### config.mk
export PLATFORM = sky130hd
export DESIGN_NAME = pdm_bit_sampler
export DESIGN_NICKNAME = d
export VERILOG_FILES = /design/src/rtl/pdm_smp_pkg.sv /design/src/rtl/pdm_edge_sync.sv /design/src/rtl/pdm_half_counter.sv /design/src/rtl/pdm_slot_capture.sv /design/src/rtl/pdm_bit_sampler.sv
export SDC_FILE = /design/constraint.sdc
export NUM_CORES = 1
export LEC_CHECK = 0
export ABC_AREA = 1
export BUFFER_PORTS_ARGS = -buffer_cell sky130_fd_sc_hd__buf_2
export CAP_MARGIN = 40
export CELL_PAD_IN_SITES_DETAIL_PLACEMENT = 0
export CELL_PAD_IN_SITES_GLOBAL_PLACEMENT = 1
export CORE_ASPECT_RATIO = 1.25
export CORE_MARGIN = 1
export CORE_UTILIZATION = 31
export CTS_BUF_LIST = sky130_fd_sc_hd__clkbuf_16
export CTS_CLUSTER_DIAMETER = 100
export DETAILED_ROUTE_END_ITERATION = 10
export GPL_TIMING_DRIVEN = 0
export PLACE_DENSITY = 0.88
export RECOVER_POWER = 100
export SLEW_MARGIN = 20
export SYNTH_ARGS = -nofsm -noshare
export SYNTH_HDL_FRONTEND = slang
export SYNTH_HIERARCHICAL = 1
export SYNTH_SLANG_ARGS = --single-unit
### constraint.sdc
create_clock -name clk -period 1.68 [get_ports clk]
set_clock_uncertainty 0.05 [all_clocks]
set_input_delay 0 -clock clk [delete_from_list [all_inputs] [get_ports clk]]
set_output_delay 0 -clock clk [all_outputs]
set_load 0.03 [all_outputs]
### src/rtl/pdm_smp_pkg.sv
package pdm_smp_pkg;
    localparam int CH_NUM     = 8;
    localparam int PTR_W      = 8;
    localparam int SLOTS      = 2;
    localparam int LINE_NUM   = CH_NUM / SLOTS;
    localparam int CH_PER_REG = 4;
    localparam int REG_W      = CH_PER_REG * PTR_W;
    localparam logic [PTR_W-1:0] PTR_MAX = '1;

    typedef struct packed {
        logic [PTR_W-1:0] cnt;
        logic             fresh;
        logic             level;
    } half_pos_t;

    function automatic logic slot_level(input int ch);
        return ((ch % SLOTS) == 0);
    endfunction

    function automatic int line_of(input int ch);
        return ch / SLOTS;
    endfunction
endpackage

### src/rtl/pdm_edge_sync.sv
module pdm_edge_sync
    import pdm_smp_pkg::*;
(
    input  logic                clk,
    input  logic                rst,
    input  logic                pdm_clk_in,
    input  logic [LINE_NUM-1:0] pdm_data,
    output logic                clk_edge,
    output logic                clk_lvl,
    output logic [LINE_NUM-1:0] dat_sync
);
    logic                clk_s1, clk_s2, clk_s3;
    logic [LINE_NUM-1:0] dat_s1, dat_s2;

    always_ff @(posedge clk) begin
        if (rst) begin
            clk_s1 <= 1'b0;
            clk_s2 <= 1'b0;
            clk_s3 <= 1'b0;
            dat_s1 <= '0;
            dat_s2 <= '0;
        end else begin
            clk_s1 <= pdm_clk_in;
            clk_s2 <= clk_s1;
            clk_s3 <= clk_s2;
            dat_s1 <= pdm_data;
            dat_s2 <= dat_s1;
        end
    end

    assign clk_edge = clk_s2 ^ clk_s3;
    assign clk_lvl  = clk_s2;
    assign dat_sync = dat_s2;
endmodule

### src/rtl/pdm_half_counter.sv
module pdm_half_counter
    import pdm_smp_pkg::*;
(
    input  logic      clk,
    input  logic      rst,
    input  logic      blk_en,
    input  logic      clk_edge,
    input  logic      clk_lvl,
    output half_pos_t pos
);
    logic locked;

    always_ff @(posedge clk) begin
        if (rst || !blk_en) begin
            pos    <= '0;
            locked <= 1'b0;
        end else if (clk_edge) begin
            pos.cnt   <= '0;
            pos.fresh <= 1'b1;
            pos.level <= clk_lvl;
            locked    <= 1'b1;
        end else if (locked && pos.cnt != PTR_MAX) begin
            pos.cnt   <= pos.cnt + 1'b1;
            pos.fresh <= 1'b1;
        end else begin
            pos.fresh <= 1'b0;
        end
    end

    p_off_clears_r7: assert property (@(posedge clk) disable iff (rst)
        !blk_en |=> (pos.cnt == '0) && !pos.fresh);

    p_edge_restart_r2: assert property (@(posedge clk) disable iff (rst)
        (blk_en && clk_edge) |=> (pos.cnt == '0) && pos.fresh);

    p_no_overflow_r8: assert property (@(posedge clk) disable iff (rst)
        (blk_en && !clk_edge && pos.cnt == PTR_MAX) |=> (pos.cnt == PTR_MAX) && !pos.fresh);
endmodule

### src/rtl/pdm_slot_capture.sv
module pdm_slot_capture
    import pdm_smp_pkg::*;
#(
    parameter int CH_IDX = 0
) (
    input  logic             clk,
    input  logic             rst,
    input  logic             blk_en,
    input  logic             ch_rstn,
    input  logic             ch_en,
    input  logic [PTR_W-1:0] ptr,
    input  half_pos_t        pos,
    input  logic             dat,
    output logic             smp_bit,
    output logic             smp_vld
);
    localparam logic WANT_LVL = slot_level(CH_IDX);

    logic hit;
    assign hit = blk_en && ch_en && pos.fresh && (pos.cnt == ptr) && (pos.level == WANT_LVL);

    always_ff @(posedge clk) begin
        if (rst || !ch_rstn) begin
            smp_bit <= 1'b0;
            smp_vld <= 1'b0;
        end else begin
            smp_vld <= hit;
            if (hit) smp_bit <= dat;
        end
    end

    p_rst_quiet_r5: assert property (@(posedge clk) disable iff (rst)
        !ch_rstn |=> !smp_vld && !smp_bit);

    p_slot_parity_r3: assert property (@(posedge clk) disable iff (rst)
        smp_vld |-> ($past(pos.level) == WANT_LVL));

    p_hold_when_off_r6: assert property (@(posedge clk) disable iff (rst)
        (ch_rstn && !ch_en) |=> !smp_vld && (smp_bit == $past(smp_bit)));
endmodule

### src/rtl/pdm_bit_sampler.sv
module pdm_bit_sampler
    import pdm_smp_pkg::*;
(
    input  logic                clk,
    input  logic                rst,
    input  logic                blk_en,
    input  logic                pdm_clk_in,
    input  logic [LINE_NUM-1:0] pdm_data,
    input  logic [REG_W-1:0]    ptr_lo,
    input  logic [REG_W-1:0]    ptr_hi,
    input  logic [CH_NUM-1:0]   chan_rstn,
    input  logic [CH_NUM-1:0]   chan_en,
    output logic [CH_NUM-1:0]   smp_bits,
    output logic [CH_NUM-1:0]   smp_valid
);
    logic                clk_edge, clk_lvl;
    logic [LINE_NUM-1:0] dat_sync;
    half_pos_t           pos;

    pdm_edge_sync u_sync (
        .clk(clk), .rst(rst), .pdm_clk_in(pdm_clk_in), .pdm_data(pdm_data),
        .clk_edge(clk_edge), .clk_lvl(clk_lvl), .dat_sync(dat_sync)
    );

    pdm_half_counter u_cnt (
        .clk(clk), .rst(rst), .blk_en(blk_en),
        .clk_edge(clk_edge), .clk_lvl(clk_lvl), .pos(pos)
    );

    for (genvar c = 0; c < CH_NUM; c++) begin : g_ch
        logic [PTR_W-1:0] ch_ptr;
        if (c < CH_PER_REG) begin : g_lo
            assign ch_ptr = ptr_lo[c*PTR_W +: PTR_W];
        end else begin : g_hi
            assign ch_ptr = ptr_hi[(c-CH_PER_REG)*PTR_W +: PTR_W];
        end

        pdm_slot_capture #(.CH_IDX(c)) u_cap (
            .clk(clk), .rst(rst), .blk_en(blk_en),
            .ch_rstn(chan_rstn[c]), .ch_en(chan_en[c]), .ptr(ch_ptr),
            .pos(pos), .dat(dat_sync[line_of(c)]),
            .smp_bit(smp_bits[c]), .smp_vld(smp_valid[c])
        );
    end

    p_valid_needs_en_r7: assert property (@(posedge clk) disable iff (rst)
        (smp_valid != '0) |-> $past(blk_en));
endmodule

==> out/metrics.csv <==
metric,value,unit
status,finished clean,
r2r_start,u_cnt/pos[3],
synthTopCellsByCount,"136 x nand2_1, 124 x inv_1, 77 x nor2_1",
start_util,32.11,%
cp-end-kind,flop,
cts_sinks,38,
fp.dieH,117.0,um
nets,761,
cts_root_buffer,clkbuf_16,
cts.path.max_buffers,2,
leakagePower,1.878,nW
num_vias,3457,
ys.warnings.count,6,
startpoint_type,flop,
dr.pass1.iters,4,
grt_pass1_vias,3198,
hold_start,ptr_hi[24],
grt_first_pass_wirelength,14410,um
max_cap_violations,0,
min_path_type,input pin to flop,
overflow,0,
ant_nets,0,
fin_crit_sh,94.08,%
drive_gt1_share,21.25,%
powerDensity,526.8,nW/um^2
relSlewSlack,70.05,%
hold_end,g_ch[7].u_cap/smp_vld,
r2r-end,u_cnt/pos[3],
core,10210,sq um
synth_most_common_cell,nand2_1,
synth_top_area_share,23.21,%
synth_edf_count,0,
clk_pin_slew,60,ps
synthArstFlopShare,0,%
timing.fmax,632.7,MHz
grtUsageTotal,17.24,%
wl,9069,um
numCtsBuffers,5,
wl_per_cell,11.31,um
worst_pin_slew,449.3,ps
drv_slew,0,
crit_arrival,1730,ps
syn_inst,546,
rows,41,
ys_ff_latch,38,
post-route-min-period,1581,ps
synth_area,3278,sq um
fin_setup_tns,0,ps
synth_flop_cell,dfxtp_1,
finalPower,0.002232,W
gp_congestion,0.8138,
die_area,10990,sq um
via_per_inst,4.310,
final.fill_count,1101,
drtIter0Drc,123,
fin_ws,99.45,ps
io_pins,104,
critical_path_class,flop to flop,
grt_start_max_net_pins,29,
crit_chain,ha_1 > inv_1 > nor2_1 > nand2_1 > nand2_2 > nand2_1 > a21oi_1,
synth_area_leaders,"dfxtp_1 23%, nand2_1 16%, inv_1 14%",
r2r_slack,100,ps
setup_violations,0,
place_ws,-111.8,ps
die_w,93.98,um
rsz0062_at_grt,false,
critPathMaxFanout,20,
slowest_stage,dfxtp_4,
clock_latency,280,ps
r2r_cells,7,
required,1830,ps
whs,5.355,ps
post-route-util,41.50,%
hold_depth,4,
cts_htree_levels,2,
postSynthAreaPerCell,6.004,sq um
synth_fp_nets,635,
ir_drop,337.6,uV
cpPeakStageDelay,540,ps
yosysTopAreaCell,dfxtp_1,
drc_errors,0,
hpwl,6892,um
cts_tree,built,
antenna_found_initial,0,
hold_viol,0,
synth.distinct_cells,22,
cpMostUsedCell,nand2_1,
port_buffers,103,
ys_seq_area_share,23.21,%
n_antenna_cell,0,
syn_to_final_growth,29.24,%
-- registers in the layout, indices dropped and copies added, names as in the netlist --
signal,count
u_sync/clk_lvl,1
u_sync/dat_s1,4
u_sync/clk_s3,1
u_sync/clk_s1,1
u_cnt/pos,10
u_cnt/locked,1
g_ch.u_cap/smp_vld,8
u_sync/dat_sync,4
g_ch.u_cap/smp_bit,8
-- area by class of cell --
| cell class | instances | area (sq um) | area share, % |
|---|---|---|---|
| Buffer | 2 | 25.02 | 0.5907 |
| Clock buffer | 5 | 125.1 | 2.953 |
| Timing Repair Buffer | 119 | 679.4 | 16.04 |
| Inverter | 124 | 465.4 | 10.99 |
| Clock inverter | 3 | 16.27 | 0.3839 |
| Tap cell | 129 | 161.4 | 3.810 |
| Multi-Input combinational cell | 382 | 1987 | 46.90 |
| Sequential cell | 38 | 777.0 | 18.34 |
-- kinds of logic (layout without fill, tap and decap cells) --
family	Yosys count	after routing	synth area share, %
fa+ha+maj	1	1	0.3816
compound gates	26	26	4.046
flops	38	38	23.21
buf+inv	126	253	14.96
simple gates	310	310	42.63
xor+xnor	45	45	14.77
-- cells in the final DEF (no fill, tap or decap), drive strengths merged, types with 8 or more instances in the layout --
master | synthesis | routed
a21oi | 17 | 17
buf | 1 | 91
clkbuf | 1 | 22
dfxtp | 38 | 38
dlygate4sd3 | 0 | 13
inv | 124 | 124
nand2 | 143 | 143
nand3 | 38 | 38
nand4 | 8 | 8
nor2 | 98 | 98
nor3 | 14 | 14
o21ai | 8 | 8
xnor2 | 40 | 40
-- metrics by stage --
step	cell area [sq um]	instances
floorplan	3281	546
global placement	3958	778
detailed placement	4013	781
CTS	4293	802
global route	4237	802
finish	4237	802
-- where the power goes --
| part | leakage, nW | total (W) | internal (W) | switching, W |
|---|---|---|---|---|
| clock network | 0.0672 | 0.000911 | 0.000542 | 0.000370 |
| registers | 0.313 | 0.000921 | 0.000910 | 0.0000104 |
| logic | 1.50 | 0.000400 | 0.000200 | 0.000200 |
| total | 1.88 | 0.00223 | 0.00165 | 0.000580 |
-- routing by layer --
metal / track usage, % / vias to the layer above / part of all wire (%)
li1: - / 1880 / -
met1: 20.31 / 1492 / 44
met2: 32.26 / 81 / 50
met3: 2.261 / 4 / 4.8
met4: 5.231 / 0 / 1.1
met5: 0 / - / 0
-- critical path, delay by kind of cell, from the launching register on --
| kind | cells | cell delay [ps] |
|---|---|---|
| compound gates | 1 | 160 |
| flops | 1 | 540 |
| buf+inv | 1 | 60 |
| simple gates | 4 | 410 |
| fa+ha+maj | 1 | 280 |
-- repair_timing --
action / 4_1_cts / 5_1_grt
endpoints found under the setup margin: 19 / 12
setup buffers: 0 / 0
gates resized for setup: 5 / 2
hold buffers: 13 / 0
endpoints found under the hold margin: 18 / 0
-- how the worst max path moves through the flow --
stage                                 end          from  slack (ps)
global route        g_ch[0].u_cap/smp_bit  u_cnt/pos[5]           6
CTS                          u_cnt/pos[8]  u_cnt/pos[7]          20
detailed placement  g_ch[2].u_cap/smp_bit  u_cnt/pos[5]        -110
global placement             u_cnt/pos[7]  u_cnt/pos[7]        -400
floorplan                    u_cnt/pos[7]  u_cnt/pos[7]         120
finish                       u_cnt/pos[3]  u_cnt/pos[3]         100
(Power assumes the default switching activity.)
